### src/rtl/irq_pkg.sv
package irq_pkg;
    localparam int MAXSYS = 16;

    typedef enum logic [1:0] {
        GATE_SHUT,
        GATE_LO_SEEN,
        GATE_HI_SEEN,
        GATE_OPEN
    } gate_state_t;

    localparam logic [15:0] ADDR_FLAG    = 16'h0000;
    localparam logic [15:0] ADDR_ENABLE  = 16'h0004;
    localparam logic [15:0] ADDR_LEVEL   = 16'h0008;
    localparam logic [15:0] ADDR_UNLK_LO = 16'hFF00;
    localparam logic [15:0] ADDR_UNLK_HI = 16'hFF01;

    // Sum of the factor counts of systems below index s.
    function automatic int sys_off(input logic [3*MAXSYS-1:0] cnt, input int s);
        int acc;
        acc = 0;
        for (int k = 0; k < MAXSYS; k++)
            if (k < s) acc += int'(cnt[3*k +: 3]);
        return acc;
    endfunction
endpackage

### src/rtl/irq_flag_bank.sv
module irq_flag_bank #(
    parameter int NFACT = 22
) (
    input  logic             clk,
    input  logic             rst_n,
    input  logic [NFACT-1:0] evt,
    input  logic [NFACT-1:0] clr,
    input  logic             en_we,
    input  logic [NFACT-1:0] en_wd,
    output logic [NFACT-1:0] flags,
    output logic [NFACT-1:0] enables,
    output logic [NFACT-1:0] active
);
    for (genvar i = 0; i < NFACT; i++) begin : g_flag
        always_ff @(posedge clk or negedge rst_n) begin
            if (!rst_n)      flags[i] <= 1'b0;
            else if (evt[i]) flags[i] <= 1'b1;
            else if (clr[i]) flags[i] <= 1'b0;
        end
    end

    always_ff @(posedge clk or negedge rst_n) begin
        if (!rst_n)     enables <= '0;
        else if (en_we) enables <= en_wd;
    end

    assign active = flags & enables;

    assert_flag_set_R1: assert property (@(posedge clk) disable iff (!rst_n)
        (evt != '0) |=> ((flags & $past(evt)) == $past(evt)));

    assert_flag_clear_only_R2: assert property (@(posedge clk) disable iff (!rst_n)
        ((~flags & $past(flags) & ~$past(clr)) == '0));
endmodule

### src/rtl/irq_sys_arb.sv
module irq_sys_arb #(
    parameter int                  NSYS    = 10,
    parameter logic [3*NSYS-1:0]   SYS_CNT = 30'd0,
    parameter int                  NFACT   = 22,
    parameter int                  VW      = 5
) (
    input  logic [NFACT-1:0]  active,
    input  logic [2*NSYS-1:0] levels,
    output logic              win_valid,
    output logic [VW-1:0]     win_vec,
    output logic [1:0]        win_lvl
);
    localparam logic [3*irq_pkg::MAXSYS-1:0] CNT_EXT = (3*irq_pkg::MAXSYS)'(SYS_CNT);

    logic [NSYS-1:0] sys_pend;
    logic [VW-1:0]   sys_vec [NSYS];

    for (genvar s = 0; s < NSYS; s++) begin : g_sys
        localparam int CNT = int'(SYS_CNT[3*s +: 3]);
        localparam int OFF = irq_pkg::sys_off(CNT_EXT, s);
        logic [CNT-1:0] bits;
        logic [VW-1:0]  first;

        assign bits = active[OFF +: CNT];

        always_comb begin
            first = '0;
            for (int f = CNT - 1; f >= 0; f--)
                if (bits[f]) first = VW'(f);
        end

        assign sys_pend[s] = (|bits) && (levels[2*s +: 2] != 2'd0);
        assign sys_vec[s]  = VW'(OFF) + first;
    end

    always_comb begin
        win_valid = 1'b0;
        win_vec   = '0;
        win_lvl   = 2'd0;
        for (int s = 0; s < NSYS; s++) begin
            if (sys_pend[s] && (levels[2*s +: 2] > win_lvl)) begin
                win_valid = 1'b1;
                win_vec   = sys_vec[s];
                win_lvl   = levels[2*s +: 2];
            end
        end
    end
endmodule

### src/rtl/irq_nmi_gate.sv
module irq_nmi_gate
    import irq_pkg::*;
(
    input  logic clk,
    input  logic rst_n,
    input  logic wr_lo,
    input  logic wr_hi,
    input  logic wd_evt,
    input  logic src_en,
    input  logic ack_nmi,
    output logic nmi_pend,
    output logic gate_open
);
    gate_state_t state_q, state_d;

    always_ff @(posedge clk or negedge rst_n) begin
        if (!rst_n) state_q <= GATE_SHUT;
        else        state_q <= state_d;
    end

    always_comb begin
        state_d = state_q;
        unique case (state_q)
            GATE_SHUT: begin
                if (wr_lo)      state_d = GATE_LO_SEEN;
                else if (wr_hi) state_d = GATE_HI_SEEN;
            end
            GATE_LO_SEEN: if (wr_hi) state_d = GATE_OPEN;
            GATE_HI_SEEN: if (wr_lo) state_d = GATE_OPEN;
            GATE_OPEN:    state_d = GATE_OPEN;
        endcase
    end

    always_comb gate_open = (state_q == GATE_OPEN);

    always_ff @(posedge clk or negedge rst_n) begin
        if (!rst_n)                               nmi_pend <= 1'b0;
        else if (gate_open && wd_evt && src_en)   nmi_pend <= 1'b1;
        else if (ack_nmi)                         nmi_pend <= 1'b0;
    end

    assert_shut_blocks_nmi_R8: assert property (@(posedge clk) disable iff (!rst_n)
        (state_q != GATE_OPEN) |-> !nmi_pend);

    assert_open_sticky_R8: assert property (@(posedge clk) disable iff (!rst_n)
        (state_q == GATE_OPEN) |=> (state_q == GATE_OPEN));

    assert_src_disabled_R10: assert property (@(posedge clk) disable iff (!rst_n)
        !src_en |=> !$rose(nmi_pend));
endmodule

### src/rtl/irq_prio_ctrl.sv
module irq_prio_ctrl #(
    parameter int                NSYS    = 10,
    parameter logic [3*NSYS-1:0] SYS_CNT = {3'd5, 3'd1, 3'd1, 3'd2, 3'd3,
                                            3'd1, 3'd2, 3'd2, 3'd4, 3'd1},
    parameter int                AW      = 16,
    parameter int                DW      = 32,
    localparam int NFACT = irq_pkg::sys_off((3*irq_pkg::MAXSYS)'(SYS_CNT), NSYS),
    localparam int VW    = $clog2(NFACT + 1)
) (
    input  logic             clk,
    input  logic             rst_n,
    input  logic [NFACT-1:0] evt_i,
    input  logic             wd_nmi_i,
    input  logic             nmi_src_en_i,
    input  logic [1:0]       cpu_mask_i,
    input  logic             bus_wr_i,
    input  logic [AW-1:0]    bus_addr_i,
    input  logic [DW-1:0]    bus_wdata_i,
    output logic [DW-1:0]    bus_rdata_o,
    output logic             irq_req_o,
    output logic [VW-1:0]    irq_vec_o,
    output logic [1:0]       irq_lvl_o,
    input  logic             irq_ack_i
);
    import irq_pkg::*;

    logic [NFACT-1:0]  flags, enables, active, clr;
    logic [2*NSYS-1:0] levels;
    logic              wr_flag, wr_en, wr_lvl, wr_lo, wr_hi;
    logic              win_valid, nmi_pend, gate_open, mask_ok;
    logic [VW-1:0]     win_vec;
    logic [1:0]        win_lvl;

    assign wr_flag = bus_wr_i && (bus_addr_i == AW'(ADDR_FLAG));
    assign wr_en   = bus_wr_i && (bus_addr_i == AW'(ADDR_ENABLE));
    assign wr_lvl  = bus_wr_i && (bus_addr_i == AW'(ADDR_LEVEL));
    assign wr_lo   = bus_wr_i && (bus_addr_i == AW'(ADDR_UNLK_LO));
    assign wr_hi   = bus_wr_i && (bus_addr_i == AW'(ADDR_UNLK_HI));
    assign clr     = wr_flag ? bus_wdata_i[NFACT-1:0] : '0;

    irq_flag_bank #(.NFACT(NFACT)) u_bank (
        .clk     (clk),
        .rst_n   (rst_n),
        .evt     (evt_i),
        .clr     (clr),
        .en_we   (wr_en),
        .en_wd   (bus_wdata_i[NFACT-1:0]),
        .flags   (flags),
        .enables (enables),
        .active  (active)
    );

    always_ff @(posedge clk or negedge rst_n) begin
        if (!rst_n)      levels <= '0;
        else if (wr_lvl) levels <= bus_wdata_i[2*NSYS-1:0];
    end

    irq_sys_arb #(.NSYS(NSYS), .SYS_CNT(SYS_CNT), .NFACT(NFACT), .VW(VW)) u_arb (
        .active    (active),
        .levels    (levels),
        .win_valid (win_valid),
        .win_vec   (win_vec),
        .win_lvl   (win_lvl)
    );

    irq_nmi_gate u_gate (
        .clk       (clk),
        .rst_n     (rst_n),
        .wr_lo     (wr_lo),
        .wr_hi     (wr_hi),
        .wd_evt    (wd_nmi_i),
        .src_en    (nmi_src_en_i),
        .ack_nmi   (irq_ack_i && nmi_pend),
        .nmi_pend  (nmi_pend),
        .gate_open (gate_open)
    );

    assign mask_ok = win_valid && (win_lvl > cpu_mask_i);

    always_comb begin
        if (nmi_pend) begin
            irq_req_o = 1'b1;
            irq_vec_o = VW'(NFACT);
            irq_lvl_o = 2'd3;
        end else begin
            irq_req_o = mask_ok;
            irq_vec_o = mask_ok ? win_vec : '0;
            irq_lvl_o = mask_ok ? win_lvl : 2'd0;
        end
    end

    always_comb begin
        unique case (bus_addr_i)
            AW'(ADDR_FLAG):   bus_rdata_o = DW'(flags);
            AW'(ADDR_ENABLE): bus_rdata_o = DW'(enables);
            AW'(ADDR_LEVEL):  bus_rdata_o = DW'(levels);
            default:          bus_rdata_o = '0;
        endcase
    end

    assert_nmi_overrides_R9: assert property (@(posedge clk) disable iff (!rst_n)
        nmi_pend |-> (irq_req_o && (irq_vec_o == VW'(NFACT)) && (irq_lvl_o == 2'd3)));

    assert_above_mask_R5: assert property (@(posedge clk) disable iff (!rst_n)
        (irq_req_o && !nmi_pend) |-> (irq_lvl_o > cpu_mask_i));

    assert_req_needs_active_R3: assert property (@(posedge clk) disable iff (!rst_n)
        (irq_req_o && !nmi_pend) |-> (flags[irq_vec_o] && enables[irq_vec_o]));
endmodule

### config.mk
export PLATFORM = sky130hd
export DESIGN_NAME = irq_prio_ctrl
export DESIGN_NICKNAME = d
export VERILOG_FILES = /design/src/rtl/irq_pkg.sv /design/src/rtl/irq_flag_bank.sv /design/src/rtl/irq_sys_arb.sv /design/src/rtl/irq_nmi_gate.sv /design/src/rtl/irq_prio_ctrl.sv
export SDC_FILE = /design/constraint.sdc
export NUM_CORES = 1
export LEC_CHECK = 0
export ABC_AREA = 1
export BUFFER_PORTS_ARGS = -buffer_cell sky130_fd_sc_hd__buf_4
export CORE_MARGIN = 2
export CORE_UTILIZATION = 45
export DETAILED_ROUTE_END_ITERATION = 6
export PLACE_DENSITY_LB_ADDON = 0.1
export SLEW_MARGIN = 5
export SYNTH_ARGS = -nofsm -noshare
export SYNTH_HDL_FRONTEND = slang
export SYNTH_SLANG_ARGS = --single-unit
### constraint.sdc
create_clock -name clk -period 13.06 [get_ports clk]
set_input_delay 0.653 -clock clk [delete_from_list [all_inputs] [get_ports clk]]
set_output_delay 0.653 -clock clk [all_outputs]
set_load 0.03 [all_outputs]
==> qor.csv <==
stage;metric;value;unit
logic_synthesis;synth_cells;597;
routing;via_per_inst;5.04;
logic_synthesis;syn_area;0.00437;sq mm
logic_synthesis;synth_enable_flop_cells;0;
timing;hold_viol;0;
global_route;gr-usage-met1;0.291;
floorplanning;die_y;103;um
clock_network;clk_pin_slew;0.07;ns
clock_network;insertion_delay;0.35;ns
finish;nNetsFinal;784;
timing;finalCriticalPeriod;11.90;ns
clock_network;cts_tree;built;
setup_path;r2r_end;u_gate.nmi_pend;
power;irDropWorstVdd;0.0574;mV
timing;rsz0062_at_grt;false;
logic_synthesis;synth_cell_type_count;39;
floorplanning;pin_count;118;
clock_network;htree_num_levels;3;
timing;finalMaxSlewViolations;0;
floorplanning;row_count;35;
setup_path;rr_worst_depth;2;
finish;syn_to_final_growth;22.0;%
routing;antenna_left;0;
logic_synthesis;yosys-top-cells-count;nand2_1 (148), inv_1 (93), dfrtp_1 (67), o21ai_0 (54), nor2_1 (40);
global_route;first_global_vias;3765;
global_route;grt_overflow;0;
setup_path;crit_top_cell;nand2_1;
routing;wire_per_inst;13.4;um
placement;gp_congestion;0.844;
logic_synthesis;synth.top_cells.by_area;dfrtp_1 (38%), nand2_1 (13%), inv_1 (8.0%), o21ai_0 (6.2%), ha_1 (4.6%);
finish;nFillCells;921;
clock_network;cts_buffers;9;
setup_path;cp-end-kind;primary output;
logic_synthesis;synth_most_common_cell;nand2_1;
floorplanning;initial_core_util;0.469;
timing;setup_viol;0;
routing;vias;4146;
timing;fmax;84.0;MHz
clock_network;root_buffer;clkbuf_8;
floorplanning;core_area;0.00933;sq mm
setup_path;worstPathArrival;11.25;ns
global_route;antenna_found_initial;0;
run_status;status;completed;
global_route;track_usage;0.217;
global_route;grtUsageMet3;0.0407;
logic_synthesis;synthArstFlopShare;1.00;
logic_synthesis;ys.flop_type;dfrtp_1;
floorplanning;fp.dieW;103;um
clock_network;cts_setup_buffers;0;
placement;postPlaceCellArea;0.00518;sq mm
placement;portBuffers;97;
power;p_leak;0.00295;uW
global_route;grt_max_degree;68;
setup_path;cp_max_fo;8;
routing;drc;0;
logic_synthesis;yosysSeqAreaShare;0.383;
setup_path;crit_required;12.41;ns
clock_network;clockBufferDepth;2;
clock_network;cts_hold_buf;0;
routing;wirelength;11100;um
finish;diodes;0;
logic_synthesis;synth_top_area_frac;0.383;
timing;setup-tns-final;0;ns
clock_network;cts_resized;0;
job;maxCapViolCount;0;
timing;slew_headroom;0.225;
logic_synthesis;yosys_warnings;0;
global_route;met2_usage;0.349;
logic_synthesis;synth.avg_cell_area;7.32;sq um
timing;worst_pin_slew;1.16;ns
setup_path;path_class;flip-flop to primary output;
setup_path;rrSetupSlack;12.16;ns
finish;finish.instance_area;0.00534;sq mm
timing;fin_crit_sh;0.911;
routing;drt_iter0_markers;191;
setup_path;critPathLaunchType;flip-flop;
finish;layout-drive-gt1-share;0.213;
placement;dp_hpwl;8190;um
global_route;grt_pass1_wl;17800;um
worst_hold_path;worstHoldPathType;primary input to async pin;
setup_path;max_stage_delay;0.47;ns
logic_synthesis;synth_top_cell_by_area;dfrtp_1;
setup_path;slowest_stage;nor4_1;
power;power_density;72.3;mW/mm^2
global_route;top_usage_layer;met2;
timing;fin_skew;0.0125;ns
floorplanning;fp.dieArea;0.0105;sq mm
clock_network;clkSinkCount;67;
routing;first_pass_iters;5;
setup_path;r2r_start;u_gate.nmi_pend;
logic_synthesis;ys_ff_latch;67;
## cell families (layout without fill, tap and decap cells)
| family | Yosys count | after routing | synth area share |
|---|---|---|---|
| fa+ha+maj | 16 | 16 | 0.0458 |
| flops | 67 | 67 | 0.383 |
| compound gates | 126 | 126 | 0.182 |
| xor+xnor | 1 | 1 | 0.00200 |
| buf+inv | 126 | 214 | 0.117 |
| simple gates | 260 | 260 | 0.269 |
| other cells | 1 | 10 | 0.000858 |
## through the flow
step / cells / hold slack [ns] / util / power (uW) / setup WS, ns
finish: 823 / 0.410 / 0.572 / 386 / 1.16
global route: 823 / 0.471 / 0.572 / 402 / 0.0976
CTS: 823 / 0.448 / 0.572 / 390 / 1.12
detailed placement: 808 / 0.458 / 0.555 / 241 / 1.52
global placement: 808 / 0.450 / 0.555 / 241 / 1.74
floorplan: 606 / 0.357 / - / 223 / 2.40
## worst max-delay path by stage
stage                 startpoint           end  slack [ns]  cells past startpoint
2_1_floorplan  u_bank.enables[0]  irq_vec_o[4]        2.40                     65
6_report       u_bank.enables[0]  irq_vec_o[3]        1.16                     67
3_5_place_dp   u_bank.enables[0]  irq_vec_o[3]        1.52                     67
5_1_grt        u_bank.enables[0]  irq_vec_o[3]         0.1                     68
4_1_cts        u_bank.enables[0]  irq_vec_o[3]        1.12                     67
3_3_place_gp   u_bank.enables[0]  irq_vec_o[3]        1.74                     67
## layer usage
| layer | share of wire | wire (um) | up-vias |
|---|---|---|---|
| met5 | 0 | 0 | - |
| met4 | 0.020 | 221 | 0 |
| met3 | 0.057 | 626 | 17 |
| met2 | 0.46 | 5040 | 120 |
| met1 | 0.47 | 5180 | 1906 |
| li1 | - | - | 2103 |
## area by class of cell
cell class,count,area [sq um],share of cell area
Timing Repair Buffer,99,743,0.139
Inverter,100,375,0.0703
Clock inverter,3,15.0,0.00281
Tap cell,129,161,0.0302
Clock buffer,12,145,0.0272
Multi-Input combinational cell,413,2220,0.416
Sequential cell,67,1680,0.314
## layout by cell type (no fill, tap or decap), drive strengths merged, types with 2 or more instances in the layout
cell	synthesis	final
nand2	161	161
buf	10	99
inv	99	99
dfrtp	67	67
o21ai	59	59
nor2	43	43
nand3	33	33
o21bai	23	23
o221ai	16	16
ha	16	16
a21oi	15	15
clkbuf	16	12
conb	1	10
nand4	8	8
o211ai	5	5
and2	5	5
clkinv	1	4
nor3	4	4
nor4	3	3
or2	3	3
o22ai	2	2
## state kept, by name (all words and copies together), names as in the netlist
name,count
u_gate.state_q,2
u_bank.enables,22
levels,20
u_gate.nmi_pend,1
u_bank.flags,22
## worst max-delay path: cells and delay by family, from the launching register on
kind,cells,cell delay (ns)
DFF,1,0.37
and+or+nand+nor,39,5.18
adders and majority gates,10,2.70
buffers and inverters,8,0.84
AOI/OAI and AO/OA,10,1.79
## power breakdown
part           switching [uW]  internal, uW  leakage, uW
clock network            76.5          72.2    0.0000860
registers              0.0423           207     0.000816
logic                    14.5          14.8      0.00205
(Power assumes the default switching activity.)
